==> src/rtl/sram_ctrl_pkg.sv <==
package sram_ctrl_pkg;
  typedef enum logic [2:0] {
    ST_IDLE, ST_RD_ACC, ST_RD_TURN, ST_WR_SET, ST_WR_PULSE, ST_WR_REC
  } seq_state_t;

  function automatic int cyc_of(input int ns, input int per);
    return (ns + per - 1) / per;
  endfunction

  function automatic int max_of(input int a, input int b);
    return (a > b) ? a : b;
  endfunction
endpackage

==> src/rtl/sram_delay_cnt.sv <==
module sram_delay_cnt #(
  parameter int CW = 3
) (
  input  logic          clk,
  input  logic          rst,
  input  logic          load,
  input  logic [CW-1:0] load_val,
  output logic          done
);
  logic [CW-1:0] cnt;

  always_ff @(posedge clk) begin
    if (rst)             cnt <= '0;
    else if (load)       cnt <= load_val;
    else if (cnt != '0)  cnt <= cnt - 1'b1;
  end

  assign done = (cnt == '0);
endmodule

==> src/rtl/sram_rd_capture.sv <==
module sram_rd_capture #(
  parameter int DATA_W = 8
) (
  input  logic              clk,
  input  logic              rst,
  input  logic              capture,
  input  logic [DATA_W-1:0] dq_in,
  output logic              rsp_valid,
  output logic [DATA_W-1:0] rsp_rdata
);
  always_ff @(posedge clk) begin
    if (rst) begin
      rsp_valid <= 1'b0;
      rsp_rdata <= '0;
    end else begin
      rsp_valid <= capture;
      if (capture) rsp_rdata <= dq_in;
    end
  end

  assert_rsp_pulse_R5: assert property (@(posedge clk) disable iff (rst)
    rsp_valid |=> !rsp_valid);
endmodule

==> src/rtl/sram_ctrl_fsm.sv <==
module sram_ctrl_fsm
  import sram_ctrl_pkg::*;
#(
  parameter int ADDR_W = 20,
  parameter int DATA_W = 8,
  parameter int RD_CYC = 6,
  parameter int WP_CYC = 5,
  parameter int TA_CYC = 2,
  parameter int CW     = 3
) (
  input  logic              clk,
  input  logic              rst,
  input  logic              req_valid,
  output logic              req_ready,
  input  logic              req_write,
  input  logic [ADDR_W-1:0] req_addr,
  input  logic [DATA_W-1:0] req_wdata,
  output logic              cnt_load,
  output logic [CW-1:0]     cnt_val,
  input  logic              cnt_done,
  output logic              capture,
  output logic [ADDR_W-1:0] mem_addr,
  output logic              mem_cs_n,
  output logic              mem_cs,
  output logic              mem_oe_n,
  output logic              mem_we_n,
  output logic [DATA_W-1:0] mem_dq_out,
  output logic              mem_dq_oe
);
  localparam logic [CW-1:0] RD_LD = CW'(RD_CYC - 1);
  localparam logic [CW-1:0] WP_LD = CW'(WP_CYC - 1);
  localparam logic [CW-1:0] TA_LD = CW'(TA_CYC - 1);

  seq_state_t st, nxt;
  logic accept, sel_nxt;

  assign req_ready = (st == ST_IDLE);
  assign accept    = req_valid && req_ready;

  always_comb begin
    nxt      = st;
    cnt_load = 1'b0;
    cnt_val  = '0;
    capture  = 1'b0;
    unique case (st)
      ST_IDLE: if (req_valid) begin
        if (req_write) nxt = ST_WR_SET;
        else begin
          nxt = ST_RD_ACC; cnt_load = 1'b1; cnt_val = RD_LD;
        end
      end
      ST_RD_ACC: if (cnt_done) begin
        capture = 1'b1; nxt = ST_RD_TURN; cnt_load = 1'b1; cnt_val = TA_LD;
      end
      ST_RD_TURN:  if (cnt_done) nxt = ST_IDLE;
      ST_WR_SET: begin
        nxt = ST_WR_PULSE; cnt_load = 1'b1; cnt_val = WP_LD;
      end
      ST_WR_PULSE: if (cnt_done) nxt = ST_WR_REC;
      ST_WR_REC:   nxt = ST_IDLE;
      default:     nxt = ST_IDLE;
    endcase
  end

  assign sel_nxt = (nxt == ST_RD_ACC) || (nxt == ST_WR_SET) ||
                   (nxt == ST_WR_PULSE) || (nxt == ST_WR_REC);

  always_ff @(posedge clk) begin
    if (rst) begin
      st         <= ST_IDLE;
      mem_cs_n   <= 1'b1;
      mem_cs     <= 1'b0;
      mem_oe_n   <= 1'b1;
      mem_we_n   <= 1'b1;
      mem_dq_oe  <= 1'b0;
      mem_addr   <= '0;
      mem_dq_out <= '0;
    end else begin
      st        <= nxt;
      mem_cs_n  <= !sel_nxt;
      mem_cs    <= sel_nxt;
      mem_oe_n  <= (nxt != ST_RD_ACC);
      mem_we_n  <= (nxt != ST_WR_PULSE);
      mem_dq_oe <= (nxt == ST_WR_SET) || (nxt == ST_WR_PULSE) || (nxt == ST_WR_REC);
      if (accept) begin
        mem_addr   <= req_addr;
        mem_dq_out <= req_wdata;
      end
    end
  end

  // Pulse-length counters used only by the width assertions below.
  localparam int MW = $clog2(max_of(RD_CYC, WP_CYC) + 2) + 1;
  localparam logic [MW-1:0] WP_M = MW'(WP_CYC);
  localparam logic [MW-1:0] RD_M = MW'(RD_CYC);
  logic [MW-1:0] we_lo_cnt, oe_lo_cnt;
  always_ff @(posedge clk) begin
    if (rst) begin
      we_lo_cnt <= '0;
      oe_lo_cnt <= '0;
    end else begin
      we_lo_cnt <= mem_we_n ? '0 : we_lo_cnt + 1'b1;
      oe_lo_cnt <= mem_oe_n ? '0 : oe_lo_cnt + 1'b1;
    end
  end

  assert_take_drops_ready_R2: assert property (@(posedge clk) disable iff (rst)
    accept |=> !req_ready);
  assert_we_needs_sel_R3: assert property (@(posedge clk) disable iff (rst)
    !mem_we_n |-> (!mem_cs_n && mem_cs && mem_oe_n));
  assert_we_width_R3: assert property (@(posedge clk) disable iff (rst)
    $rose(mem_we_n) |-> (we_lo_cnt == WP_M));
  assert_addr_hold_R4: assert property (@(posedge clk) disable iff (rst)
    !mem_we_n |=> ($stable(mem_addr) && $stable(mem_dq_out) && mem_dq_oe));
  assert_rd_width_R5: assert property (@(posedge clk) disable iff (rst)
    $rose(mem_oe_n) |-> (oe_lo_cnt == RD_M));
  assert_turn_quiet_R6: assert property (@(posedge clk) disable iff (rst)
    (st == ST_RD_TURN) |-> (mem_cs_n && !mem_cs && !mem_dq_oe && !req_ready));
  assert_idle_deselect_R7: assert property (@(posedge clk) disable iff (rst)
    req_ready |-> (mem_cs_n && !mem_cs && !mem_dq_oe));
  assert_no_contention_R7: assert property (@(posedge clk) disable iff (rst)
    !(mem_dq_oe && !mem_oe_n));
  assert_strobe_excl_R7: assert property (@(posedge clk) disable iff (rst)
    !(!mem_we_n && !mem_oe_n));
endmodule

==> src/rtl/sram_async_ctrl.sv <==
module sram_async_ctrl
  import sram_ctrl_pkg::*;
#(
  parameter int ADDR_W     = 20,
  parameter int DATA_W     = 8,
  parameter int CLK_NS     = 10,
  parameter int READ_NS    = 55,
  parameter int WPULSE_NS  = 45,
  parameter int DSETUP_NS  = 25,
  parameter int TURN_NS    = 20
) (
  input  logic              clk,
  input  logic              rst,
  input  logic              req_valid,
  output logic              req_ready,
  input  logic              req_write,
  input  logic [ADDR_W-1:0] req_addr,
  input  logic [DATA_W-1:0] req_wdata,
  output logic              rsp_valid,
  output logic [DATA_W-1:0] rsp_rdata,
  output logic [ADDR_W-1:0] mem_addr,
  output logic              mem_cs_n,
  output logic              mem_cs,
  output logic              mem_oe_n,
  output logic              mem_we_n,
  output logic [DATA_W-1:0] mem_dq_out,
  output logic              mem_dq_oe,
  input  logic [DATA_W-1:0] mem_dq_in
);
  localparam int RD_CYC = max_of(cyc_of(READ_NS, CLK_NS), 1);
  localparam int WP_CYC = max_of(max_of(cyc_of(WPULSE_NS, CLK_NS),
                                        cyc_of(DSETUP_NS, CLK_NS)), 1);
  localparam int TA_CYC = max_of(cyc_of(TURN_NS, CLK_NS), 1);
  localparam int CW     = $clog2(max_of(max_of(RD_CYC, WP_CYC), TA_CYC) + 1);

  logic          cnt_load, cnt_done, capture;
  logic [CW-1:0] cnt_val;

  sram_ctrl_fsm #(
    .ADDR_W(ADDR_W), .DATA_W(DATA_W), .RD_CYC(RD_CYC),
    .WP_CYC(WP_CYC), .TA_CYC(TA_CYC), .CW(CW)
  ) u_fsm (
    .clk(clk), .rst(rst),
    .req_valid(req_valid), .req_ready(req_ready), .req_write(req_write),
    .req_addr(req_addr), .req_wdata(req_wdata),
    .cnt_load(cnt_load), .cnt_val(cnt_val), .cnt_done(cnt_done),
    .capture(capture),
    .mem_addr(mem_addr), .mem_cs_n(mem_cs_n), .mem_cs(mem_cs),
    .mem_oe_n(mem_oe_n), .mem_we_n(mem_we_n),
    .mem_dq_out(mem_dq_out), .mem_dq_oe(mem_dq_oe)
  );

  sram_delay_cnt #(.CW(CW)) u_cnt (
    .clk(clk), .rst(rst), .load(cnt_load), .load_val(cnt_val), .done(cnt_done)
  );

  sram_rd_capture #(.DATA_W(DATA_W)) u_cap (
    .clk(clk), .rst(rst), .capture(capture), .dq_in(mem_dq_in),
    .rsp_valid(rsp_valid), .rsp_rdata(rsp_rdata)
  );
endmodule

==> config.mk <==
export PLATFORM = sky130hd
export DESIGN_NAME = sram_async_ctrl
export DESIGN_NICKNAME = d
export VERILOG_FILES = /design/src/rtl/sram_ctrl_pkg.sv /design/src/rtl/sram_delay_cnt.sv /design/src/rtl/sram_rd_capture.sv /design/src/rtl/sram_ctrl_fsm.sv /design/src/rtl/sram_async_ctrl.sv
export SDC_FILE = /design/constraint.sdc
export NUM_CORES = 1
export LEC_CHECK = 0
export BUFFER_PORTS_ARGS = -buffer_cell sky130_fd_sc_hd__buf_2
export CAP_MARGIN = 20
export CELL_PAD_IN_SITES_DETAIL_PLACEMENT = 0
export CELL_PAD_IN_SITES_GLOBAL_PLACEMENT = 2
export CORE_ASPECT_RATIO = 0.9
export CORE_MARGIN = 2
export CORE_UTILIZATION = 26
export CTS_BUF_LIST = sky130_fd_sc_hd__clkbuf_4 sky130_fd_sc_hd__clkbuf_8
export DETAILED_ROUTE_END_ITERATION = 6
export HOLD_SLACK_MARGIN = 0.02
export PLACE_DENSITY_LB_ADDON = 0.08
export SYNTH_ARGS = -nofsm -noshare
export SYNTH_HDL_FRONTEND = slang
export SYNTH_SLANG_ARGS = --single-unit
export TNS_END_PERCENT = 5
==> constraint.sdc <==
create_clock -name clk -period 1.7 [get_ports clk]
set_clock_uncertainty 0.1 [all_clocks]
set_input_delay 0.085 -clock clk [delete_from_list [all_inputs] [get_ports clk]]
set_output_delay 0.085 -clock clk [all_outputs]
set_load 0.03 [all_outputs]
==> impl.org <==
** Timing
- At the pin with the least slew margin, the transition time is 0.422 ns.
- Achievable frequency :: around 650 MHz
- Relative slew slack :: 71.8%
- RSZ-0062 raised after global routing :: no
- In the post-route analysis, the smallest setup slack over all paths is 0.162 ns.
- After routing, the total negative slack on setup checks comes to 0 ns.
- Worst hold slack across all endpoints :: between 0.09 and 0.1 ns
- Time the worst path needs with I/O delays and setup :: between 1.5 and 2 ns
- Setup violations remaining at the end of the flow were counted as 0.
- Fraction of the cycle the final worst path needs :: between 90% and 100%
- Final-report max-slew violation count :: 0
- The number of hold violations in the final report is 0.

** Finish
- Compared with the post-synthesis result, the final layout area differs by 57.5%.
- Filler cell count in the final layout :: ~740
- After routing the design area is roughly 2900 µm².
- Post-layout nets :: about 380
- Diode count :: 0
- Layout cells sized above 1 :: around a third

** CTS
- Clock tree root buffer cell :: clkbuf_8
- Buffer depth of the longest clock path :: 2
- Clock Latency Late Sink :: 0.29 ns
- In this run the post-CTS setup repair buffer count came out at 0.
- H-tree depth :: 2
- Buffers inserted during clock tree synthesis total 5.
- Clock-pin slew on the worst setup and hold paths :: about 0.090 ns
- Counting every sink on the clock net gives 48.
- TritonCTS built the clock tree.

** Die
- Die area :: 7750 µm²
- The die is around 90 µm wide.
- Io pins :: 83
- The core region is 6930 µm².
- The die is around 84 µm tall.
- Starting density of the core :: a little over a quarter
- The floorplan has 29 rows.

** Routing
- Total DRC errors in the routed layout :: 0
- After detailed routing, the total wire length is approximately 4800 µm.
- Detailed-routing iteration count for the pre-antenna-repair pass :: 4
- After detailed routing, the met3 layer carries around 360 µm of wire.
- For this block, the initial DRC count from the detailed router was between 50 and 60.
- Met1 WL :: 2340 µm
- Via total after detailed routing :: ~1,800
- Dividing the detail-routed via count by the number of cells gives around 4.2.
- Average wire per cell in the routed design :: ~11 µm
- Length of routed met2 wiring :: 2080 µm
- The detail route stage leaves a number of antenna-violating nets equal to 0.
- Top sig layer :: met4

** Yosys
- Synthesized instance count :: around 220
- Ranked by total cell area, the synthesized netlist is headed by dfxtp_1 (52%), nand2_1 (13%), a21oi_1 (9.3%).
- Yosys mapped the design onto 30 distinct sky130hd cell types.
- Summing the sequential cell areas from Yosys gives a little over half of the chip area.
- Post-synthesis async set-or-reset flop share :: 0%
- Number of synthesized flops with an enable pin :: 0
- Among all flip-flop cells after synthesis, the most frequent one is dfxtp_1.
- Count of warnings emitted by yosys :: 0
- Leading post-synthesis cells by instance count :: nand2_1 (63), dfxtp_1 (48), a21oi_1 (34)
- After synthesis the netlist holds a flip-flop and latch count of 48.
- Synth Net Count :: roughly 260
- Area share of the largest cell type after synthesis :: roughly 52%
- Dominant cell type by area after synthesis :: dfxtp_1
- Most frequent cell after synthesis :: nand2_1
- Average footprint of a synthesized cell :: around 8.5 µm²
- Mapped cell area :: around 1800 µm²

** Power
- The analysis attributes to cell leakage a power of between 0.001 and 0.0015 µW.
- Worst vdd rail ir drop :: about 510 µV
- Summing internal, switching and leakage power gives between 3000 and 4000 µW.
- Power spread over the standard cell area amounts to about 1400 nW/µm².

** Critical path
- Data required time at the worst endpoint :: between 1.5 and 2 ns
- For this run, the slowest stage of the critical path takes 0.38 ns.
- Worst setup EP type :: flip-flop
- Critical path data arrival time :: 1.61 ns
- Of all nets on the critical path, the largest fanout is 6.
- Counting both buffers and inverters, the worst setup path holds a total of 2.
- Class of the most critical setup path :: reg2reg
- The signal on the critical path passes through inv_1, ha_1, nand2b_4, buf_4, a21oi_1, or4_1.
- For this design, the slowest cell found on the critical path is or4_1.
- Kind of start point of the critical path :: flip-flop
- Cell family contributing the most delay on the critical path :: simple AND/OR/NAND/NOR gates

** Place
- After detailed placement, the total cell area comes to about 2400 µm².
- Final weighted congestion of routability-driven global placement :: roughly 0.72
- Detailed placement ended at an HPWL of ~3100 µm.
- Timing analysis after detailed placement gives a worst setup slack of about 0.097 ns.
- Input and output buffers added on the ports amount to slightly above 80.

** Status
- The flow ran to the end, and the final reports show no timing, DRC or antenna violations.

** GRT
- After global routing the overflow that remains totals 0.
- The via count of the first global-routing pass came to between 1,500 and 2,000.
- The first global-routing pass estimated about 8000 µm of wire.
- Number of antenna violations at the first check in global routing :: 0
- Overall Global Routing Usage :: 12.6%
- Entering global routing, the biggest net connects 29 pins.

** Worst hold path
- Class of the worst hold path :: in2reg

** Run
- Across the run, the number of max-cap violations was 0.
final timing paths:
path                                        start           endpoint  slack (ns)  depth (start not counted)
worst max register to register       u_cnt.cnt[0]     u_fsm.mem_oe_n        0.16                          6
worst min register to register  u_fsm.mem_addr[7]  u_fsm.mem_addr[7]        0.35                          2
worst min-delay path                          rst    u_cap.rsp_valid         0.1                          2
worst max-delay path                 u_cnt.cnt[0]     u_fsm.mem_oe_n        0.16                          6
kinds of logic after synthesis:
| kind of cell | share of synthesized area (%) |
|---|---|
| AOI/OAI and AO/OA | 13.6 |
| adders and majority gates | 1.36 |
| buffers and inverters | 6.54 |
| DFF | 52.4 |
| muxes | 5.52 |
| and+or+nand+nor | 20.6 |
metrics by stage:
stage	cells	utilization (%)
after global placement	386	34.4
final	431	41.7
after floorplan	215	-
after CTS	431	41.6
after global routing	431	41.7
after detailed placement	386	34.4
timing repair:
item,in CTS,in global routing
setup endpoints to repair,0,8
hold endpoints to repair,37,0
gates resized for setup,0,1
hold buffers,37,0
flip-flops by register name, indices dropped and copies added, names as in the netlist:
signal,cells
u_cap.rsp_rdata,8
u_cap.rsp_valid,1
u_cnt.cnt,3
u_fsm.mem_addr,20
u_fsm.mem_cs,1
u_fsm.mem_cs_n,1
u_fsm.mem_dq_oe,1
u_fsm.mem_dq_out,8
u_fsm.mem_oe_n,1
u_fsm.mem_we_n,1
u_fsm.st,3
final cells by class:
type | count | area [µm²] | area share (%)
clock buffer | 7 | 96.3 | 3.33
clock inverter | 1 | 30.0 | 1.04
inverter | 6 | 22.5 | 0.779
multi-input combinational | 145 | 768 | 26.6
sequential | 48 | 961 | 33.2
tap | 93 | 116 | 4.03
timing repair buffer | 131 | 896 | 31.0
cells in the final DEF (no fill, tap or decap), types with 2 or more instances in the layout:
| master | n |
|---|---|
| buf_2 | 82 |
| nand2_1 | 63 |
| dfxtp_1 | 48 |
| dlygate4sd3_1 | 37 |
| a21oi_1 | 34 |
| nor2_1 | 13 |
| buf_4 | 10 |
| mux2i_1 | 9 |
| clkbuf_8 | 7 |
| inv_1 | 6 |
| o21ai_0 | 3 |
| and2_1 | 2 |
| a21o_1 | 2 |
| nor3_1 | 2 |
| ha_1 | 2 |
| buf_12 | 2 |
where the power goes:
group / internal [µW] / switching (µW)
clock: 519 / 370
sequential: 1330 / 104
combinational: 640 / 965
per-layer routing:
layer | up-vias | GRT usage [%]
met5 | - | 0
met4 | 0 | 3.66
met3 | 6 | 3.79
met2 | 61 | 20.0
met1 | 791 | 16.4
li1 | 947 | -
Note: power is estimated with default switching activity, not from simulation.
